<file path="src/rtl/sdr_burst_pkg.sv">
// Shared types for the column burst sequencer.
// Assumes burst-length codes 0..3 are powers of two and code 7 is the page burst.
package sdr_burst_pkg;

    localparam logic [2:0] BLC_PAGE = 3'd7;

    // Settings captured with each column command.
    typedef struct packed {
        logic       wr;    // write burst
        logic       ap;    // auto-precharge at natural end
        logic       ilv;   // interleaved order
        logic       page;  // open-ended page burst
        logic [1:0] lg;    // log2 of burst length
    } burst_ctx_t;

    // Decode the mode inputs into a captured burst context.
    function automatic burst_ctx_t make_ctx(input logic wr, input logic ap,
                                            input logic ilv, input logic [2:0] code,
                                            input logic wr_single);
        burst_ctx_t c;
        c.wr   = wr;
        c.ap   = ap;
        c.ilv  = ilv;
        c.page = 1'b0;
        c.lg   = 2'd0;
        if (code == BLC_PAGE) begin
            if (ilv) c.lg = 2'd3;
            else     c.page = 1'b1;
        end else if (code <= 3'd3) begin
            c.lg = code[1:0];
        end
        if (wr && wr_single) begin
            c.page = 1'b0;
            c.lg   = 2'd0;
        end
        return c;
    endfunction

endpackage

</file>
<file path="src/rtl/sdr_burst_addr.sv">
// Column address generator: issues the first beat combinationally in the
// command cycle, then one beat per clock until the burst length is reached.
// A new command always wins over a running burst.
// Assumes cmd_col is valid whenever cmd_vld is high.
module sdr_burst_addr
    import sdr_burst_pkg::*;
#(
    parameter int COL_W = 9
) (
    input  logic             clk,
    input  logic             rst_n,
    input  logic             cmd_vld,
    input  logic             cmd_wr,
    input  logic             cmd_ap,
    input  logic [COL_W-1:0] cmd_col,
    input  logic             mode_ilv,
    input  logic [2:0]       mode_bl,
    input  logic             mode_wr_single,
    output logic [COL_W-1:0] col_addr,
    output logic             col_vld,
    output logic             col_wr,
    output logic             beat_last,
    output logic             beat_ap
);
    localparam logic [COL_W-1:0] ONE = COL_W'(1);

    logic             active_q;
    burst_ctx_t       ctx_q, cur_ctx;
    logic [COL_W-1:0] start_q, cnt_q;
    logic [COL_W-1:0] cur_start, cur_cnt, span_mask, offs;

    // Select the beat source: new command or the running burst.
    always_comb begin
        cur_ctx   = cmd_vld ? make_ctx(cmd_wr, cmd_ap, mode_ilv, mode_bl, mode_wr_single)
                            : ctx_q;
        cur_start = cmd_vld ? cmd_col : start_q;
        cur_cnt   = cmd_vld ? '0 : cnt_q;
    end

    // Form the wrapped column inside the burst-aligned block.
    always_comb begin
        span_mask = cur_ctx.page ? '1 : ((ONE << cur_ctx.lg) - ONE);
        offs      = cur_ctx.ilv ? (cur_start ^ cur_cnt) : (cur_start + cur_cnt);
        col_addr  = (cur_start & ~span_mask) | (offs & span_mask);
        col_vld   = cmd_vld | active_q;
        col_wr    = col_vld & cur_ctx.wr;
        beat_last = col_vld & ~cur_ctx.page & (cur_cnt == span_mask);
        beat_ap   = cur_ctx.ap;
    end

    // Advance the beat counter and capture a new burst context.
    always_ff @(posedge clk) begin
        if (!rst_n) begin
            active_q <= 1'b0;
            cnt_q    <= '0;
            start_q  <= '0;
            ctx_q    <= '0;
        end else if (col_vld) begin
            active_q <= ~beat_last;
            cnt_q    <= cur_cnt + ONE;
            start_q  <= cur_start;
            ctx_q    <= cur_ctx;
        end
    end

endmodule

</file>
<file path="src/rtl/sdr_rd_pipe.sv">
// Read timing: delays each read beat by the CAS latency to make the
// data-valid strobe, and delays the byte mask by MASK_LAT clocks to gate
// the per-byte output enables.
// Assumes cl stays constant while read beats are in flight, and MAX_CL >= 2.
module sdr_rd_pipe #(
    parameter int NBYTE    = 2,
    parameter int MAX_CL   = 3,
    parameter int MASK_LAT = 2,
    parameter int CL_W     = $clog2(MAX_CL + 1)
) (
    input  logic             clk,
    input  logic             rst_n,
    input  logic             rd_beat,
    input  logic [CL_W-1:0]  cl,
    input  logic [NBYTE-1:0] dqm,
    output logic             rd_valid,
    output logic [NBYTE-1:0] rd_oe
);
    logic [MAX_CL-1:0] vld_sr;
    logic [NBYTE-1:0]  dqm_sr [MASK_LAT];

    // Shift the read-beat flags and the mask history.
    always_ff @(posedge clk) begin
        if (!rst_n) begin
            vld_sr <= '0;
            for (int i = 0; i < MASK_LAT; i++) dqm_sr[i] <= '0;
        end else begin
            vld_sr    <= {vld_sr[MAX_CL-2:0], rd_beat};
            dqm_sr[0] <= dqm;
            for (int i = 1; i < MASK_LAT; i++) dqm_sr[i] <= dqm_sr[i-1];
        end
    end

    // Pick the delay tap that matches the programmed latency.
    always_comb begin
        rd_valid = vld_sr[0];
        for (int k = 1; k < MAX_CL; k++)
            if (int'(cl) == k + 1) rd_valid = vld_sr[k];
    end

    for (genvar b = 0; b < NBYTE; b++) begin : g_oe
        assign rd_oe[b] = rd_valid & ~dqm_sr[MASK_LAT-1][b];
    end

endmodule

</file>
<file path="src/rtl/sdr_burst_seq.sv">
// Top of the column burst sequencer: address generation, read timing,
// per-byte write enables and the auto-precharge end pulse.
// Assumes the controller has already opened the row and checked bank timing.
module sdr_burst_seq #(
    parameter int COL_W  = 9,
    parameter int NBYTE  = 2,
    parameter int MAX_CL = 3,
    parameter int CL_W   = $clog2(MAX_CL + 1)
) (
    input  logic             clk,
    input  logic             rst_n,
    input  logic             cmd_vld,
    input  logic             cmd_wr,
    input  logic [COL_W-1:0] cmd_col,
    input  logic             cmd_ap,
    input  logic [CL_W-1:0]  mode_cl,
    input  logic             mode_ilv,
    input  logic [2:0]       mode_bl,
    input  logic             mode_wr_single,
    input  logic [NBYTE-1:0] dqm,
    output logic [COL_W-1:0] col_addr,
    output logic             col_vld,
    output logic             col_wr,
    output logic             rd_valid,
    output logic [NBYTE-1:0] rd_oe,
    output logic [NBYTE-1:0] wr_en,
    output logic             burst_end
);
    logic beat_last, beat_ap;

    sdr_burst_addr #(.COL_W(COL_W)) u_addr (
        .clk(clk), .rst_n(rst_n),
        .cmd_vld(cmd_vld), .cmd_wr(cmd_wr), .cmd_ap(cmd_ap), .cmd_col(cmd_col),
        .mode_ilv(mode_ilv), .mode_bl(mode_bl), .mode_wr_single(mode_wr_single),
        .col_addr(col_addr), .col_vld(col_vld), .col_wr(col_wr),
        .beat_last(beat_last), .beat_ap(beat_ap)
    );

    sdr_rd_pipe #(.NBYTE(NBYTE), .MAX_CL(MAX_CL), .MASK_LAT(2), .CL_W(CL_W)) u_rd (
        .clk(clk), .rst_n(rst_n),
        .rd_beat(col_vld & ~col_wr), .cl(mode_cl), .dqm(dqm),
        .rd_valid(rd_valid), .rd_oe(rd_oe)
    );

    // Write mask acts in the same cycle as the write beat.
    for (genvar b = 0; b < NBYTE; b++) begin : g_we
        assign wr_en[b] = col_wr & ~dqm[b];
    end

    // Flag a naturally completed auto-precharge burst one clock later.
    always_ff @(posedge clk) begin
        if (!rst_n) burst_end <= 1'b0;
        else        burst_end <= beat_last & beat_ap;
    end

endmodule

</file>
<file path="config.mk">
export PLATFORM = sky130hd
export DESIGN_NAME = sdr_burst_seq
export DESIGN_NICKNAME = d
export VERILOG_FILES = /design/src/rtl/sdr_burst_pkg.sv /design/src/rtl/sdr_burst_addr.sv /design/src/rtl/sdr_rd_pipe.sv /design/src/rtl/sdr_burst_seq.sv
export SDC_FILE = /design/constraint.sdc
export NUM_CORES = 1
export LEC_CHECK = 0
export BUFFER_PORTS_ARGS = -buffer_cell sky130_fd_sc_hd__buf_2
export CAP_MARGIN = 20
export CORE_ASPECT_RATIO = 0.9
export CORE_UTILIZATION = 50
export DETAILED_ROUTE_END_ITERATION = 16
export GPL_TIMING_DRIVEN = 1
export PLACE_DENSITY_LB_ADDON = 0.05
export SETUP_SLACK_MARGIN = 0.4
export SLEW_MARGIN = 20
export SYNTH_ARGS = -nofsm -noshare
export SYNTH_HDL_FRONTEND = slang
export SYNTH_HIERARCHICAL = 1
export SYNTH_SLANG_ARGS = --single-unit
export TNS_END_PERCENT = 30
</file>
<file path="constraint.sdc">
create_clock -name clk -period 7.44 [get_ports clk]
set_clock_uncertainty 0.1 [all_clocks]
set_input_delay 0.744 -clock clk [delete_from_list [all_inputs] [get_ports clk]]
set_output_delay 0.744 -clock clk [all_outputs]
set_load 0.05 [all_outputs]
</file>
==> results of run 1 <==
[per-stage QoR]
step	area (sq um)	hold slack, ps	setup slack [ps]	utilization [%]	power, mW
4_1_cts	2370	340	2970	61.5	0.423
2_1_floorplan	2080	312	2870	-	0.269
6_report	2370	336	2990	61.5	0.418
3_5_place_dp	2290	319	2980	59.3	0.293
5_1_grt	2370	364	2750	61.5	0.441
3_3_place_gp	2290	314	3020	59.3	0.292
[placed cells by master, fill, tap and decap left out, types with 3 or more instances in the layout]
cell type / count
and2_1: 15
dfxtp_1: 33
nand3_1: 3
and2b_1: 6
o21a_1: 4
ha_1: 9
a21boi_0: 3
xnor2_1: 8
nor2b_1: 18
and3_1: 3
mux2i_1: 12
clkbuf_8: 5
o21ai_0: 9
xor2_1: 9
nand2_1: 12
nor2_1: 10
a21o_1: 3
inv_1: 10
a211oi_1: 3
buf_2: 39
mux2_2: 5
a21oi_1: 7
[power by group]
| part | internal (mW) | switching (mW) |
|---|---|---|
| clock network | 0.0647 | 0.0641 |
| logic | 0.0356 | 0.0647 |
| registers | 0.185 | 0.00396 |
[area by class of cell]
type	instances	area, sq um
fill	363	1490
timing repair buffer	39	195
tap	46	57.6
clock buffer	6	72.6
inverter	10	37.5
sequential	33	661
multi-input combinational	176	1340
clock inverter	2	10.0
[state kept, by name, summed over array words and instances (netlist names)]
register	flops
u_addr/cnt_q	9
u_rd/dqm_sr	4
burst_end	1
u_addr/start_q	9
u_rd/vld_sr	3
u_addr/ctx_q	6
u_addr/active_q	1
[worst max-delay path: stages]
cell	delay (ps)
buf_2	500
mux2_2	300
ha_1	170
inv_1	50
fa_1	380
nor2b_1	210
o31ai_1	90
a2111oi_0	480
a211oi_1	110
xor2_1	160
mux2i_1	120
buf_2	280
[metal layers]
metal / up-vias / GRT usage, % / part of all wire, %
met5: - / 0 / 0
met2: 41 / 32.1 / 44
met3: 7 / 4.96 / 4.3
met4: 0 / 6.50 / 1.1
met1: 778 / 26.6 / 50
li1: 865 / - / -
[worst min-delay path by stage]
stage	start	endpoint	slack, ps
2_1_floorplan	u_rd/dqm_sr[0][0]	u_rd/dqm_sr[0][2]	310
3_3_place_gp	u_rd/dqm_sr[0][0]	u_rd/dqm_sr[0][2]	310
3_5_place_dp	u_rd/dqm_sr[0][1]	u_rd/dqm_sr[0][3]	320
4_1_cts	u_rd/dqm_sr[0][0]	u_rd/dqm_sr[0][2]	340
5_1_grt	u_rd/dqm_sr[0][1]	u_rd/dqm_sr[0][3]	360
6_report	u_rd/dqm_sr[0][0]	u_rd/dqm_sr[0][2]	340
[kinds of logic (layout without fill, tap and decap cells)]
logic type	count (synthesis)	after routing
AOI/OAI and AO/OA	44	44
xor gates and xnor gates	17	17
adders and majority gates	10	10
buffers and inverters	17	57
DFF	33	33
muxes	18	18
and+or+nand+nor	87	87
==> out/metrics.cfg, run 1 <==
[synth]
syn_area_sq_um=2080
synth.distinct_cells=55
synth.net_count=259
synth_top_family_by_area=simple AND/OR/NAND/NOR gates
syn_area_per_cell_sq_um=9.21
synthXorXnorAreaFrac_pct=7.16
synth-adder-area-share_pct=6.37
synth-simple-area-share_pct=25.3
yosys-top-cells-count=dfxtp_1, nor2b_1, and2_1
yosysTopAreaCellShare_pct=31.7
synthFlopType=dfxtp_1
ys_ff_latch=33
yosys_warnings=6
synth_top_cell_by_area=dfxtp_1
synthMuxAreaShare_pct=9.56
synth-compound-area-share_pct=16.1
async_reset_ff_share_pct=0
synth_most_common_cell=dfxtp_1
postSynthCellCount=226
seq_area_frac_synth_pct=31.7
synth_edf_count=0
synth_area_leaders=dfxtp_1, mux2i_1, ha_1

[grt]
first_global_vias=1605
track_usage_pct=20.1
grt_max_degree=33
antenna_found_initial=0
grt_pass1_wl_mm=7.14
grt_overflow=0

[worst_hold_path]
holdPathStages=1
hold_path_class=reg2reg

[die]
io_pins=40
initial_core_util_pct=53.9
fp.dieArea_sq_um=4420
die_h_um=63.2
coreArea_sq_um=3860
die_w_um=70
rows=21

[worst_setup_path]
path_class=in2out
arrival_ps=3600
critPathLaunch=cmd_vld
critPathCaptureType=primary output
crit_end=col_addr[8]
r2r_end=u_addr/cnt_q[8]
required_ps=6600
reg2reg_depth=7
r2r_start=u_addr/cnt_q[1]
path_max_fanout=28
r2r_slack_ps=5530
start_kind=input pin

[routing]
drc_errors=0
wl_per_cell_um=13.5
vias_per_cell=5.42
drtIter0Drc=64
dr.pass1.iters=5
wirelength_mm=4.22
ant_nets=0
routed-via-count=1691

[timing]
period_share_pct=59.8
fmax_mhz=225
worst_slew_pin_slew_ps=644
final_max_slew_viol_count=0
max-slew-margin-rel_pct=57.1
finalSetupViolations=0
rsz0062_at_grt=false
fin_setup_tns_ps=0
min_period_ps=4450
hold_viol=0

[placement]
post-dp-hpwl_mm=3.11
port_buffers=39
dp.cells=304
place.gp.congestion=0.759

[clock_tree]
cts_tree=yes
clockRootBuffer=clkbuf_8
cts_resized=0
cts_buffer_depth=2
cts_made_buffers=5
clk_latency_ps=280
cts_setup_buffers=0
cts_sinks=33
cts_hold_buffers=0
path_clk_slew_ps=60
htree_num_levels=2

[cells_and_area]
drive_above_1_share_pct=24.1
area_growth_pct=14.1
fin_nets=298
fin_cells=312
n_antenna_cell=0

[power]
peakVddDrop_mv=0.130
cellPowerDensity_nw_per_um2=176
leakage_nw=1.13

[run]
max_cap_violations=0

[outcome]
status=finished, final reports clean

Power figures use the tool's default switching activity.
==> run 2, diff against run 1 <==
--- a/config.mk
+++ b/config.mk
@@ -5,6 +5,7 @@
 export SDC_FILE = /design/constraint.sdc
 export NUM_CORES = 1
 export LEC_CHECK = 0
+export ABC_AREA = 1
 export BUFFER_PORTS_ARGS = -buffer_cell sky130_fd_sc_hd__buf_2
 export CAP_MARGIN = 20
 export CORE_ASPECT_RATIO = 0.9
==> constraint.sdc (replaced) <==
create_clock -name clk -period 4.2 [get_ports clk]
set_clock_uncertainty 0.1 [all_clocks]
set_input_delay 0.42 -clock clk [delete_from_list [all_inputs] [get_ports clk]]
set_output_delay 0.42 -clock clk [all_outputs]
set_load 0.05 [all_outputs]
==> out/metrics.cfg, run 2 <==
[worst_setup_path]
path_max_fanout=15
crit_end=col_addr[8]
cp_top_family=buffers and inverters
r2r_start=u_addr/cnt_q[1]
required_ps=3680
arrival_ps=2910
path_cells=buf_2, inv_1, or2_2, o21ai_0, inv_1, ha_1, inv_1, fa_1, inv_1, nand3_1, nand2_1, nand3_1, nand2_1, nand2_1, nand2_1, nand2_1, nand2_1, nand2_1, nand2_1, buf_2
reg2reg_depth=8
crit_top_cell=nand2_1
r2r_end=u_addr/cnt_q[8]
critPathLaunch=cmd_vld
start_kind=input pin
r2r_slack_ps=2330
path_class=in2out
critPathMaxStageDelay_ps=360
critPathCaptureType=primary output
critical_path.slowest_cell=inv_1
path_depth=20
path_buf_inv=6

[grt]
antenna_found_initial=0
grt_max_degree=25
grt_overflow=0
grt_pass1_wl_mm=8.38
first_global_vias=1893
track_usage_pct=24.0

[synth]
postSynthCellCount=317
synth.distinct_cells=34
seq_area_frac_synth_pct=32.3
ys_ff_latch=33
syn_area_sq_um=2040
synth_top_cell_by_area=dfxtp_1
synth_edf_count=0
synth_most_common_cell=nand2_1
yosys_warnings=6
async_reset_ff_share_pct=0
yosys-top-cells-count=nand2_1, inv_1, nor2_1
syn_area_per_cell_sq_um=6.45
yosysTopAreaCellShare_pct=32.3
synth_area_leaders=dfxtp_1, nand2_1, inv_1
synthFlopType=dfxtp_1
synth.net_count=350

[cells_and_area]
fillers=384
fin_nets=393
final_util_pct=63.1
drive_above_1_share_pct=17.2
largest_registers=u_addr/cnt_q x9, u_addr/start_q x9, u_addr/ctx_q x6
multiInputGateArea_sq_um=1160
layout_common_cells=nand2_1, inv_1, nor2_1, buf_2, dfxtp_1
seq_area_sq_um=661
final_common_cell=nand2_1
n_antenna_cell=0
final_area_sq_um=2400
area_growth_pct=17.6

[power]
power.total_mw=0.842
leakage_nw=1.29
peakVddDrop_mv=0.250
cellPowerDensity_nw_per_um2=350

[routing]
dr.pass1.iters=4
ant_nets=0
drc_errors=0
wirelength_mm=4.79
routed-via-count=2067
vias_per_cell=5.08
wl_per_cell_um=11.8
drtIter0Drc=121

[clock_tree]
clockRootBuffer=clkbuf_8
clk_latency_ps=280
cts_resized=0
cts_buffer_depth=2
cts_made_buffers=5
cts_tree=yes
path_clk_slew_ps=70
cts_sinks=33
cts_setup_buffers=0
htree_num_levels=2
cts_hold_buffers=0

[die]
io_pins=40
die_w_um=69.4
fp.dieArea_sq_um=4350
die_h_um=62.6
coreArea_sq_um=3810
initial_core_util_pct=53.6
rows=21

[timing]
worst_slew_pin_slew_ps=742
max-slew-margin-rel_pct=50.0
period_share_pct=81.8
final_max_slew_viol_count=0
fmax_mhz=291
rsz0062_at_grt=false
min_period_ps=3430
fin_setup_tns_ps=0
finalSetupViolations=0
hold_viol=0

[worst_hold_path]
hold_path_class=in2reg
holdPathStages=3

[run]
max_cap_violations=0

[placement]
place.gp.congestion=0.867
dpl_cell_area_sq_um=2280
port_buffers=39
post-dp-hpwl_mm=3.65

[outcome]
status=finished, final reports clean

run 2: cell count changes after synthesis, sizes merged, moves of 14 or more:
cell / delta
and2: -15
a21oi: +14
nor2b: -19
nor2: +36
inv: +40
nand2: +69
run 2: worst min-delay path by stage:
stage	endpoint	startpoint	slack, ps
finish	u_rd/dqm_sr[0][1]	dqm[1]	230
global route	u_rd/dqm_sr[0][1]	dqm[1]	250
CTS	u_rd/dqm_sr[0][1]	dqm[1]	220
detailed placement	u_rd/dqm_sr[0][2]	u_rd/dqm_sr[0][0]	300
global placement	u_rd/dqm_sr[0][2]	u_rd/dqm_sr[0][0]	290
floorplan	u_rd/dqm_sr[0][2]	u_rd/dqm_sr[0][0]	290
run 2: layout make-up:
class / instances / share of cell area [%]
tap: 46 / 2.39
multi-input combinational: 227 / 48.1
clock inverter: 2 / 1.56
timing repair buffer: 42 / 9.06
sequential: 33 / 27.5
clock buffer: 6 / 3.44
inverter: 51 / 7.96
run 2: kinds of logic after synthesis:
logic type	after synthesis	share of synthesized area (%)
flip-flops	33	32.3
buffers and inverters	57	11.1
adder cells (fa/ha/maj)	10	6.49
multiplexers	1	0.490
AND/OR/NAND/NOR	163	34.4
XOR/XNOR	6	2.57
AO/OA/AOI/OAI	47	12.6
run 2: layer usage:
layer	wire, um	global-route usage [%]	part of all wire, %
met5	0	0	0
met4	27	5.87	0.56
met3	245	4.35	5.1
met2	2090	37.7	44
met1	2420	33.9	51
run 2: worst register-to-register path, cell delays in order, from the launching register on:
cell and delay [ps]:
dfxtp_1 380, inv_1 50, nor2_1 260, ha_1 300
nand2_1 70, nor3_1 230, nand4_1 140, o21ai_0 160
a21oi_1 60
run 2: where the power goes:
part,switching [mW],total [mW],leakage [nW],internal (mW)
sequential,0.00581,0.334,0.271,0.328
combinational,0.140,0.196,0.964,0.0562
clock,0.119,0.311,0.0574,0.193
run 2: per-stage QoR:
stage          worst slack, ps  hold slack (ps)  instances
2_1_floorplan              481              290        317
3_3_place_gp               859              295        399
3_5_place_dp               785              302        399
4_1_cts                    779              224        407
5_1_grt                    496              248        407
6_report                   766              226        407
